<file path="src/rtl/i2coe_pkg.sv">
package i2coe_pkg;

    localparam int DW        = 8;
    localparam int AW        = 7;
    localparam int PINS      = 2;
    localparam int CNTW      = $clog2(DW + 1);
    localparam logic [AW-PINS-1:0] ADDR_FIXED = 5'b11010;

    typedef enum logic [2:0] {
        ST_IDLE,
        ST_ADDR,
        ST_AACK,
        ST_WDATA,
        ST_WACK,
        ST_RDATA,
        ST_RACK,
        ST_IGNORE
    } bus_state_t;

    function automatic logic addr_match(input logic [AW-1:0] a,
                                        input logic [PINS-1:0] pins);
        return a == {ADDR_FIXED, pins};
    endfunction

endpackage

</file>
<file path="src/rtl/i2coe_sync.sv">
module i2coe_sync #(
    parameter int STAGES = 2
) (
    input  logic clk,
    input  logic rst,
    input  logic din,
    output logic lvl,
    output logic rise,
    output logic fall
);
    logic [STAGES-1:0] chain;
    logic              prev;

    always_ff @(posedge clk) begin
        if (rst) chain[0] <= 1'b1;
        else     chain[0] <= din;
    end

    generate
        for (genvar i = 1; i < STAGES; i++) begin : g_stage
            always_ff @(posedge clk) begin
                if (rst) chain[i] <= 1'b1;
                else     chain[i] <= chain[i-1];
            end
        end
    endgenerate

    always_ff @(posedge clk) begin
        if (rst) prev <= 1'b1;
        else     prev <= chain[STAGES-1];
    end

    assign lvl  = chain[STAGES-1];
    assign rise = lvl & ~prev;
    assign fall = ~lvl & prev;
endmodule

</file>
<file path="src/rtl/i2coe_ctrl.sv">
module i2coe_ctrl
    import i2coe_pkg::*;
(
    input  logic                clk,
    input  logic                rst,
    input  logic                scl_rise,
    input  logic                scl_fall,
    input  logic                sda_lvl,
    input  logic                start_det,
    input  logic                stop_det,
    input  logic [PINS-1:0]     adr,
    input  logic [DW-1:0]       reg_q,
    output logic                drive_low,
    output logic                commit,
    output logic [DW-1:0]       pend_data
);
    bus_state_t      state;
    logic [CNTW-1:0] cnt;
    logic [DW-1:0]   shreg;
    logic [DW-1:0]   rdbuf;
    logic            rw;
    logic            pend_v;

    assign commit = stop_det & pend_v;

    always_ff @(posedge clk) begin
        if (rst) begin
            state     <= ST_IDLE;
            cnt       <= '0;
            shreg     <= '0;
            rdbuf     <= '0;
            rw        <= 1'b0;
            pend_v    <= 1'b0;
            pend_data <= '1;
            drive_low <= 1'b0;
        end else if (start_det) begin
            state     <= ST_ADDR;
            cnt       <= '0;
            pend_v    <= 1'b0;
            drive_low <= 1'b0;
        end else if (stop_det) begin
            state     <= ST_IDLE;
            pend_v    <= 1'b0;
            drive_low <= 1'b0;
        end else begin
            unique case (state)
                ST_ADDR, ST_WDATA: begin
                    if (scl_rise) begin
                        shreg <= {shreg[DW-2:0], sda_lvl};
                        cnt   <= cnt + 1'b1;
                    end else if (scl_fall && cnt == CNTW'(DW)) begin
                        cnt <= '0;
                        if (state == ST_WDATA) begin
                            pend_data <= shreg;
                            pend_v    <= 1'b1;
                            drive_low <= 1'b1;
                            state     <= ST_WACK;
                        end else if (addr_match(shreg[DW-1:1], adr)) begin
                            rw        <= shreg[0];
                            drive_low <= 1'b1;
                            state     <= ST_AACK;
                        end else begin
                            state <= ST_IGNORE;
                        end
                    end
                end
                ST_AACK: begin
                    if (scl_fall) begin
                        cnt <= '0;
                        if (rw) begin
                            rdbuf     <= {reg_q[DW-2:0], 1'b0};
                            drive_low <= ~reg_q[DW-1];
                            state     <= ST_RDATA;
                        end else begin
                            drive_low <= 1'b0;
                            state     <= ST_WDATA;
                        end
                    end
                end
                ST_RDATA: begin
                    if (scl_fall) begin
                        cnt <= cnt + 1'b1;
                        if (cnt == CNTW'(DW - 1)) begin
                            drive_low <= 1'b0;
                            state     <= ST_RACK;
                        end else begin
                            drive_low <= ~rdbuf[DW-1];
                            rdbuf     <= {rdbuf[DW-2:0], 1'b0};
                        end
                    end
                end
                ST_WACK, ST_RACK: begin
                    if (scl_fall) begin
                        drive_low <= 1'b0;
                        state     <= ST_IGNORE;
                    end
                end
                default: ;
            endcase
        end
    end


    restart_addr_chk: assert property (@(posedge clk) disable iff (rst)
        start_det |=> (state == ST_ADDR) && !pend_v && (cnt == '0));


    ignore_quiet_chk: assert property (@(posedge clk) disable iff (rst)
        (state == ST_IGNORE) |-> !drive_low);


    drive_slot_chk: assert property (@(posedge clk) disable iff (rst)
        drive_low |-> (state inside {ST_AACK, ST_WACK, ST_RDATA}));


    rack_release_chk: assert property (@(posedge clk) disable iff (rst)
        (state == ST_RACK) |-> !drive_low);
endmodule

</file>
<file path="src/rtl/i2coe_slave.sv">
module i2coe_slave
    import i2coe_pkg::*;
(
    input  logic            clk,
    input  logic            rst,
    input  logic            scl_i,
    input  logic            sda_i,
    input  logic [1:0]      adr_i,
    output logic            sda_oe_o,
    output logic [7:0]      out_dis_o
);
    logic scl_lvl, scl_rise, scl_fall;
    logic sda_lvl, sda_rise, sda_fall;
    logic start_det, stop_det, commit;
    logic [DW-1:0] pend_data;
    logic [DW-1:0] dis_q;

    i2coe_sync #(.STAGES(2)) u_scl (
        .clk(clk), .rst(rst), .din(scl_i),
        .lvl(scl_lvl), .rise(scl_rise), .fall(scl_fall)
    );

    i2coe_sync #(.STAGES(2)) u_sda (
        .clk(clk), .rst(rst), .din(sda_i),
        .lvl(sda_lvl), .rise(sda_rise), .fall(sda_fall)
    );

    assign start_det = scl_lvl & sda_fall;
    assign stop_det  = scl_lvl & sda_rise;

    i2coe_ctrl u_ctrl (
        .clk(clk), .rst(rst),
        .scl_rise(scl_rise), .scl_fall(scl_fall), .sda_lvl(sda_lvl),
        .start_det(start_det), .stop_det(stop_det),
        .adr(adr_i), .reg_q(dis_q),
        .drive_low(sda_oe_o), .commit(commit), .pend_data(pend_data)
    );

    always_ff @(posedge clk) begin
        if (rst)         dis_q <= '1;
        else if (commit) dis_q <= pend_data;
    end

    assign out_dis_o = dis_q;


    commit_on_stop_chk: assert property (@(posedge clk) disable iff (rst)
        (dis_q != $past(dis_q)) |-> $past(stop_det));


    reset_state_chk: assert property (@(posedge clk)
        rst |=> (out_dis_o == '1) && !sda_oe_o);
endmodule

</file>
<file path="config.mk">
export PLATFORM = sky130hd
export DESIGN_NAME = i2coe_slave
export DESIGN_NICKNAME = d
export VERILOG_FILES = /design/src/rtl/i2coe_pkg.sv /design/src/rtl/i2coe_sync.sv /design/src/rtl/i2coe_ctrl.sv /design/src/rtl/i2coe_slave.sv
export SDC_FILE = /design/constraint.sdc
export NUM_CORES = 1
export LEC_CHECK = 0
export BUFFER_PORTS_ARGS = -buffer_cell sky130_fd_sc_hd__buf_4
export CAP_MARGIN = 15
export CORE_UTILIZATION = 35
export DETAILED_ROUTE_END_ITERATION = 6
export GPL_TIMING_DRIVEN = 0
export HOLD_SLACK_MARGIN = 0.1
export PLACE_DENSITY_LB_ADDON = 0.15
export SETUP_SLACK_MARGIN = 0.1
export SLEW_MARGIN = 20
export SYNTH_ARGS = -nofsm -noshare
export SYNTH_HDL_FRONTEND = slang
export SYNTH_SLANG_ARGS = --single-unit
export TNS_END_PERCENT = 5
</file>
<file path="constraint.sdc">
create_clock -name clk -period 1.6 [get_ports clk]
set_input_delay 0.32 -clock clk [delete_from_list [all_inputs] [get_ports clk]]
set_output_delay 0.32 -clock clk [all_outputs]
set_load 0.02 [all_outputs]
</file>
==> metrics.txt, run 1 <==
status finished, violations left; violated checks negative setup slack; worst hold start sda_i; Post-Synthesis Cells between 200 and 250; RD Place Congestion 0.7599; Yosys top cell by area dfxtp_1; WP data arrival between 1.5 and 2 ns; WL final around 4.6 mm; IR drop worst, VDD around 0.40 mV; Mapped Area roughly 2200 um^2; I/O Buffers 14; core area slightly below 6000 um^2; ANT cells 0; Placement Rows 28; synthesized flop and latch total 47; Period minus WS final 1.671 ns; Total GRT Usage 0.1542; Core Util, Final 0.4483; starting DRC count in detailed routing 63; WP data required between 1.5 and 2 ns; drt first pass iters 4; most frequent cell after synthesis dfxtp_1; CTS Buffer Depth 2; vias per cell 4.881; YS warnings 0; CP Max Fanout 5; PnR worst setup slack -0.07065 ns; HP Class in -> reg; top cells by area, synth dfxtp_1 44%, mux2i_1 7.9%, nand3b_1 4.5%; RSZ-0062 raised after global routing yes; worst skew pair latency approximately 0.30 ns; Syn Nets ~240; CP Capture Type flip-flop; Syn Area/Cell 9.360 um^2; top_reg_cell synth dfxtp_1; Fmax roughly 0.6 GHz; P_leak slightly above 1 nW; Setup crit start kind flip-flop; # hold bufs at CTS 0; io pins 15; Clock Sinks 47; clk slew on worst S/H paths around 0.1 ns; Tcrit/Tclk final 1.044; total congestion overflow 0; total of max-cap violations 0; first-pass GRT wire length between 7 and 8 mm; RR Startpoint u_ctrl.cnt[0]; Via Count between 1,500 and 2,000; Starting Density 0.3630; critical path class reg -> reg; H-tree levels 2; Synth top area share 0.4352; Least-Margin Pin Slew roughly 0.49 ns; DRC viols 0; wire per inst roughly 14 um; layout cells sized above 1 0.2912; CTS Root Cell clkbuf_8; Die Ht 80.60 um; total power around 0.0020 W; worst setup path start u_ctrl.cnt[0]; initial antenna violation count 0; die width between 80 and 90 um; EDFF count, synth 0; CTS tree yes; HPWL Detailed 3.186 mm; number of global-route vias before repair between 1,500 and 2,000; # nets final roughly 270; pwr dens ~760 nW/um^2; Die Area around 6500 um^2; Post-Route Skew approximately 0.0095 ns; Yosys cell types 46; antenna-violating nets left 0; max_slew headroom 0.6710; Inserted Clock Buffers 5; Seq/Total Area, Yosys 0.4352; Commonest cells post-synth 47 x dfxtp_1, 25 x nand2_1, 24 x nor2_1; fraction of registers with async set/reset 0; largest net degree at the start of global routing 18; Area Overhead vs Synth 23.50%; fin. max-slew vios 0; Setup Viol. Count Final 4; Fin. Hold Viols 0
==> cell families after synthesis <==
kind of cell               after synthesis  share of synthesized area
AOI/OAI and AO/OA                       41                     0.1528
xor gates and xnor gates                 3                    0.01215
adders and majority gates                2                    0.01157
buffers and inverters                   16                    0.04514
DFF                                     47                     0.4352
muxes                                   17                    0.07870
and+or+nand+nor                        105                     0.2645
==> cell type report <==
class,count,area [um^2]
fillers,600,3286
multi-input cells,168,1204
flip-flops and latches,47,953.4
repair buffers,22,214.0
well taps,75,93.84
plain buffers,11,90.09
clock buffers,5,68.82
clock inverters,3,25.02
inverters,5,21.27
==> critical path, stage by stage, from the launching register on <==
cell and delay, ns:
dfxtp_4 0.37, inv_4 0.06, ha_4 0.11, nand3b_1 0.14, nor2_2 0.18, and3_4 0.22
buf_6 0.13, buf_8 0.11, nor2b_4 0.03, a211o_1 0.21
==> metrics by stage <==
stage	setup WS, ns	instances	hold WS, ns	area (um^2)	setup TNS [ns]
6_report	-0.07065	336	0.1893	2670	-0.07891
5_1_grt	-0.1210	336	0.1765	2670	-0.9035
4_1_cts	-0.04006	334	0.1770	2591	-0.05223
3_5_place_dp	-0.2962	320	0.3969	2380	-1.409
3_3_place_gp	-0.2812	320	0.3916	2380	-1.075
2_1_floorplan	0.1056	231	0.3895	2181	0
==> power by group <==
part / switching (W) / internal [W] / leakage, nW
clock: 0.000439 / 0.000319 / 0.0452
combinational: 0.0000517 / 0.0000392 / 0.599
sequential: 0.00000848 / 0.00118 / 0.383
total: 0.000500 / 0.00153 / 1.03
==> registers in the layout, indices dropped and copies added (netlist names) <==
register,cells
u_ctrl.cnt,4
u_ctrl.pend_data,8
u_ctrl.drive_low,1
u_sda.chain,1
u_ctrl.shreg,8
u_ctrl.state,3
u_ctrl.rw,1
u_ctrl.pend_v,1
u_scl.chain,1
u_scl.lvl,1
u_sda.lvl,1
u_sda.prev,1
out_dis_o,8
u_scl.prev,1
u_ctrl.rdbuf,7
==> worst paths after layout <==
kind	slack [ns]	cells past startpoint	to
max	-0.07	9	u_ctrl.pend_data[7]
min	0.19	2	u_sda.chain[0]
max reg2reg	-0.07	9	u_ctrl.pend_data[7]
min reg2reg	0.42	1	u_scl.lvl
==> placed cells by master (no fill, tap or decap), types with 4 or more instances in the layout <==
cell       n
a211o_1    8
a211oi_2   4
a21oi_1    5
buf_4     15
buf_6     10
clkbuf_1   5
clkbuf_8   5
dfxtp_1   41
dfxtp_2    4
mux2i_1   17
nand2_1   25
nand2b_1   4
nand3_1    4
nand3b_1  13
nor2_1    21
nor2b_1    7
o21ai_0    4
or2_2      7
==> layer usage <==
metal / part of all wire / track usage / vias up
li1: - / - / 867
met1: 0.52 / 0.2066 / 756
met2: 0.44 / 0.2415 / 12
met3: 0.021 / 0.03068 / 5
met4: 0.012 / 0.05893 / 0
met5: 0 / 0 / -
==> timing repair <==
item                       in CTS  in global routing
resized for setup              17                 14
setup buffers                   6                  0
setup endpoints to repair      33                 37
pin swaps                      16                 12
cloned                          0                  2
No activity file was read; power rests on OpenSTA's default activity.
==> inputs of run 2 (changes only) <==
- SYNTH_HIERARCHICAL: default -> 1
==> run 2 against run 1 <==
Compared with the run above: utilization decreased by 0.32 points; routed wire length decreased by 5.9%; final area fell by 1.9%; the flow still finishes with violations (negative setup slack); first-iteration DRC count is 32% higher; critical path type unchanged; register-to-register slack got worse by 0.11 ns.
==> metrics.txt, run 2 <==
WL final 4.321 mm (-5.9%); DRC viols 0 (unchanged); CP Capture Type flip-flop; Die Ht 79.89 um (-0.88%); # hold bufs at CTS 0 (unchanged); synthesized flop and latch total 47 (unchanged); YS warnings 6 (+6); P_leak 1.112 nW (+8.2%); RD Place Congestion 0.7488 (-1.5%); critical path class reg -> reg; most common cell after layout, fill and taps aside dfxtp_1; Syn Area/Cell 9.651 um^2 (+3.1%); adder-cell area share of the yosys netlist 0.01179 (+0.0002114); Die Area 6382 um^2 (-1.8%); status finished, violations left; Starting Density 0.3608 (-0.002269); placed instance count 309 (-3.4%); commonest non-fill, non-tap cells in the layout 40 x dfxtp_1, 24 x mux2i_1, 22 x nor2_1; Synth Area in Simple Gates 0.2239 (-0.04054); HPWL Detailed 3.081 mm (-3.3%); worst skew pair latency 0.30 ns (about the same); Clock Sinks 47 (unchanged); Inserted Clock Buffers 5 (unchanged); number of global-route vias before repair 1,499 (-7.2%); CTS Buffer Depth 2 (unchanged); largest net degree at the start of global routing 17 (-1); fin. max-slew vios 0 (unchanged); RSZ-0062 raised after global routing yes; total power 0.002341 W (+15%); complex-gate fraction of the synthesized area 0.1556 (+0.002791); WP data required 1.80 ns (about the same); layout cells sized above 1 0.2811 (-0.01006); pwr dens 893.4 nW/um^2 (+17%); Seq/Total Area, Yosys 0.4431 (+0.007950); CTS Root Cell clkbuf_8; HP Class in -> reg; WP data arrival 1.98 ns (+0.10 ns); # nets final 256 (-4.5%); first-pass GRT wire length 7.300 mm (-4.6%); PnR worst setup slack -0.1763 ns (-0.1056 ns); H-tree levels 2 (unchanged); Tcrit/Tclk final 1.110 (+0.06600); largest family of logic cells by synthesized area simple AND/OR/NAND/NOR gates; die width 79.89 um (-0.88%); antenna-violating nets left 0 (unchanged); Mapped Area 2123 um^2 (-1.8%); Fin. Hold Viols 0 (unchanged); Cell Count, Final, Fillers Out 324 (-3.6%); IR drop worst, VDD 0.4470 mV (+12%); I/O Buffers 14 (unchanged); Commonest cells post-synth 47 x dfxtp_1, 24 x mux2i_1, 23 x nor2_1; total congestion overflow 0 (unchanged); wire per inst 13.34 um (-2.4%); violated checks negative setup slack; Setup Viol. Count Final 19 (+15); Synth top area share 0.4431 (+0.007950); Yosys cell types 49 (+6.5%); Fmax 0.5630 GHz (-5.9%); Post-Synthesis Cells 220 (-4.8%); CP Max Fanout 5 (unchanged); starting DRC count in detailed routing 83 (+32%); M1 WL 2.219 mm (-7.7%); drt first pass iters 4 (unchanged); top cells by area, synth dfxtp_1 44%, mux2i_1 11%, nor2_1 4.1%; total of max-cap violations 0 (unchanged); CTS tree yes; Syn Nets 228 (-4.6%); Placement Rows 28 (unchanged); met2 routed WL 1.915 mm (-6.0%); Hold Slack 0.1957 ns (+0.006422 ns); Area Overhead vs Synth 23.39% (about the same); clk slew on worst S/H paths 0.09 ns (about the same); top_reg_cell synth dfxtp_1; max_slew headroom 0.6383 (-0.03276); EDFF count, synth 0 (unchanged); most frequent cell after synthesis dfxtp_1; ANT cells 0 (unchanged); mux share of post-synthesis cell area 0.1131 (+0.03444); Setup crit start kind flip-flop; fraction of registers with async set/reset 0 (unchanged); Post-Route Skew 0.008671 ns (-0.0008190 ns); Yosys top cell by area dfxtp_1; Via Count 1,607 (-2.0%); routed wl met3 141 um (+48%); core area 5886 um^2 (-1.2%); Least-Margin Pin Slew 0.5390 ns (+0.04553 ns); vias per cell 4.960 (+1.6%); initial antenna violation count 0 (unchanged); io pins 15 (unchanged); Total GRT Usage 0.1495 (-0.004672); Core Util, Final 0.4452 (-0.003166); Period minus WS final 1.776 ns (+0.1056 ns); uppermost routed layer met4; XOR/XNOR share of the synthesized area 0.008250 (-0.003903)
[run 2: changes by cell type in the layout (fill, tap and decap cells not counted), moves of 5 or more]
| cell | change |
|---|---|
| a211o_1 | -6 |
| a211o_2 | +6 |
| a211oi_1 | +5 |
| buf_6 | -5 |
| inv_1 | +6 |
| mux2i_1 | +7 |
| nand2_1 | -12 |
| nand3b_1 | -12 |
| nor2b_1 | +5 |
| or2_1 | +6 |
| or2_2 | -7 |
[run 2: critical path, stage by stage (launching register included)]
cell and delay, ns:
dfxtp_2 0.34, and2b_2 0.23, nand4b_1 0.16, or3_4 0.47, a21oi_4 0.19, o211ai_1 0.11
a22o_1 0.19
[run 2: logic make-up after synthesis]
group | Yosys count
compound gates | 42
xor+xnor | 2
fa+ha+maj | 2
buf+inv | 19
flops | 47
mux | 24
simple gates | 84
[run 2: final timing paths]
| kind | end | slack (ns) | start | cells past startpoint |
|---|---|---|---|---|
| setup / recovery | u_ctrl/state[0] | -0.18 | u_scl/lvl | 6 |
| setup reg to reg | u_ctrl/state[0] | -0.18 | u_scl/lvl | 6 |
| hold / removal | u_sda/chain[0] | 0.20 | sda_i | 2 |
| hold reg to reg | u_scl/lvl | 0.41 | u_scl/chain[0] | 1 |
[run 2: cell type report]
class,instances,area (um^2)
Buffer,8,60.06
Timing Repair Buffer,21,173.9
Fill cell,587,3266
Clock buffer,5,68.82
Tap cell,75,93.84
Multi-Input combinational cell,154,1159
Sequential cell,47,952.2
Clock inverter,3,71.32
Inverter,11,41.29
[run 2: where the power goes]
part	internal [W]	switching, W
sequential	0.00118	0.00000384
clock	0.000634	0.000433
combinational	0.0000414	0.0000534
total	0.00185	0.000490
[run 2: timing repair]
item	in CTS	in global routing
setup buffers	5	2
pin swaps	8	9
setup endpoints to repair	40	33
gates resized for setup	18	14
[run 2: metrics by stage]
| step | setup TNS, ns | cell area (um^2) | worst slack, ns |
|---|---|---|---|
| floorplan | -0.4106 | 2126 | -0.04865 |
| global placement | -5.968 | 2325 | -0.3327 |
| finish | -1.637 | 2620 | -0.1763 |
| CTS | -1.482 | 2559 | -0.1353 |
| detailed placement | -6.172 | 2325 | -0.3210 |
| global route | -4.026 | 2620 | -0.2633 |
[run 2: per-layer routing]
layer	global-route usage	vias to the layer above
li1	-	838
met1	0.1997	744
met3	0.04114	5
met4	0.04821	0
met2	0.2316	20
met5	0	-
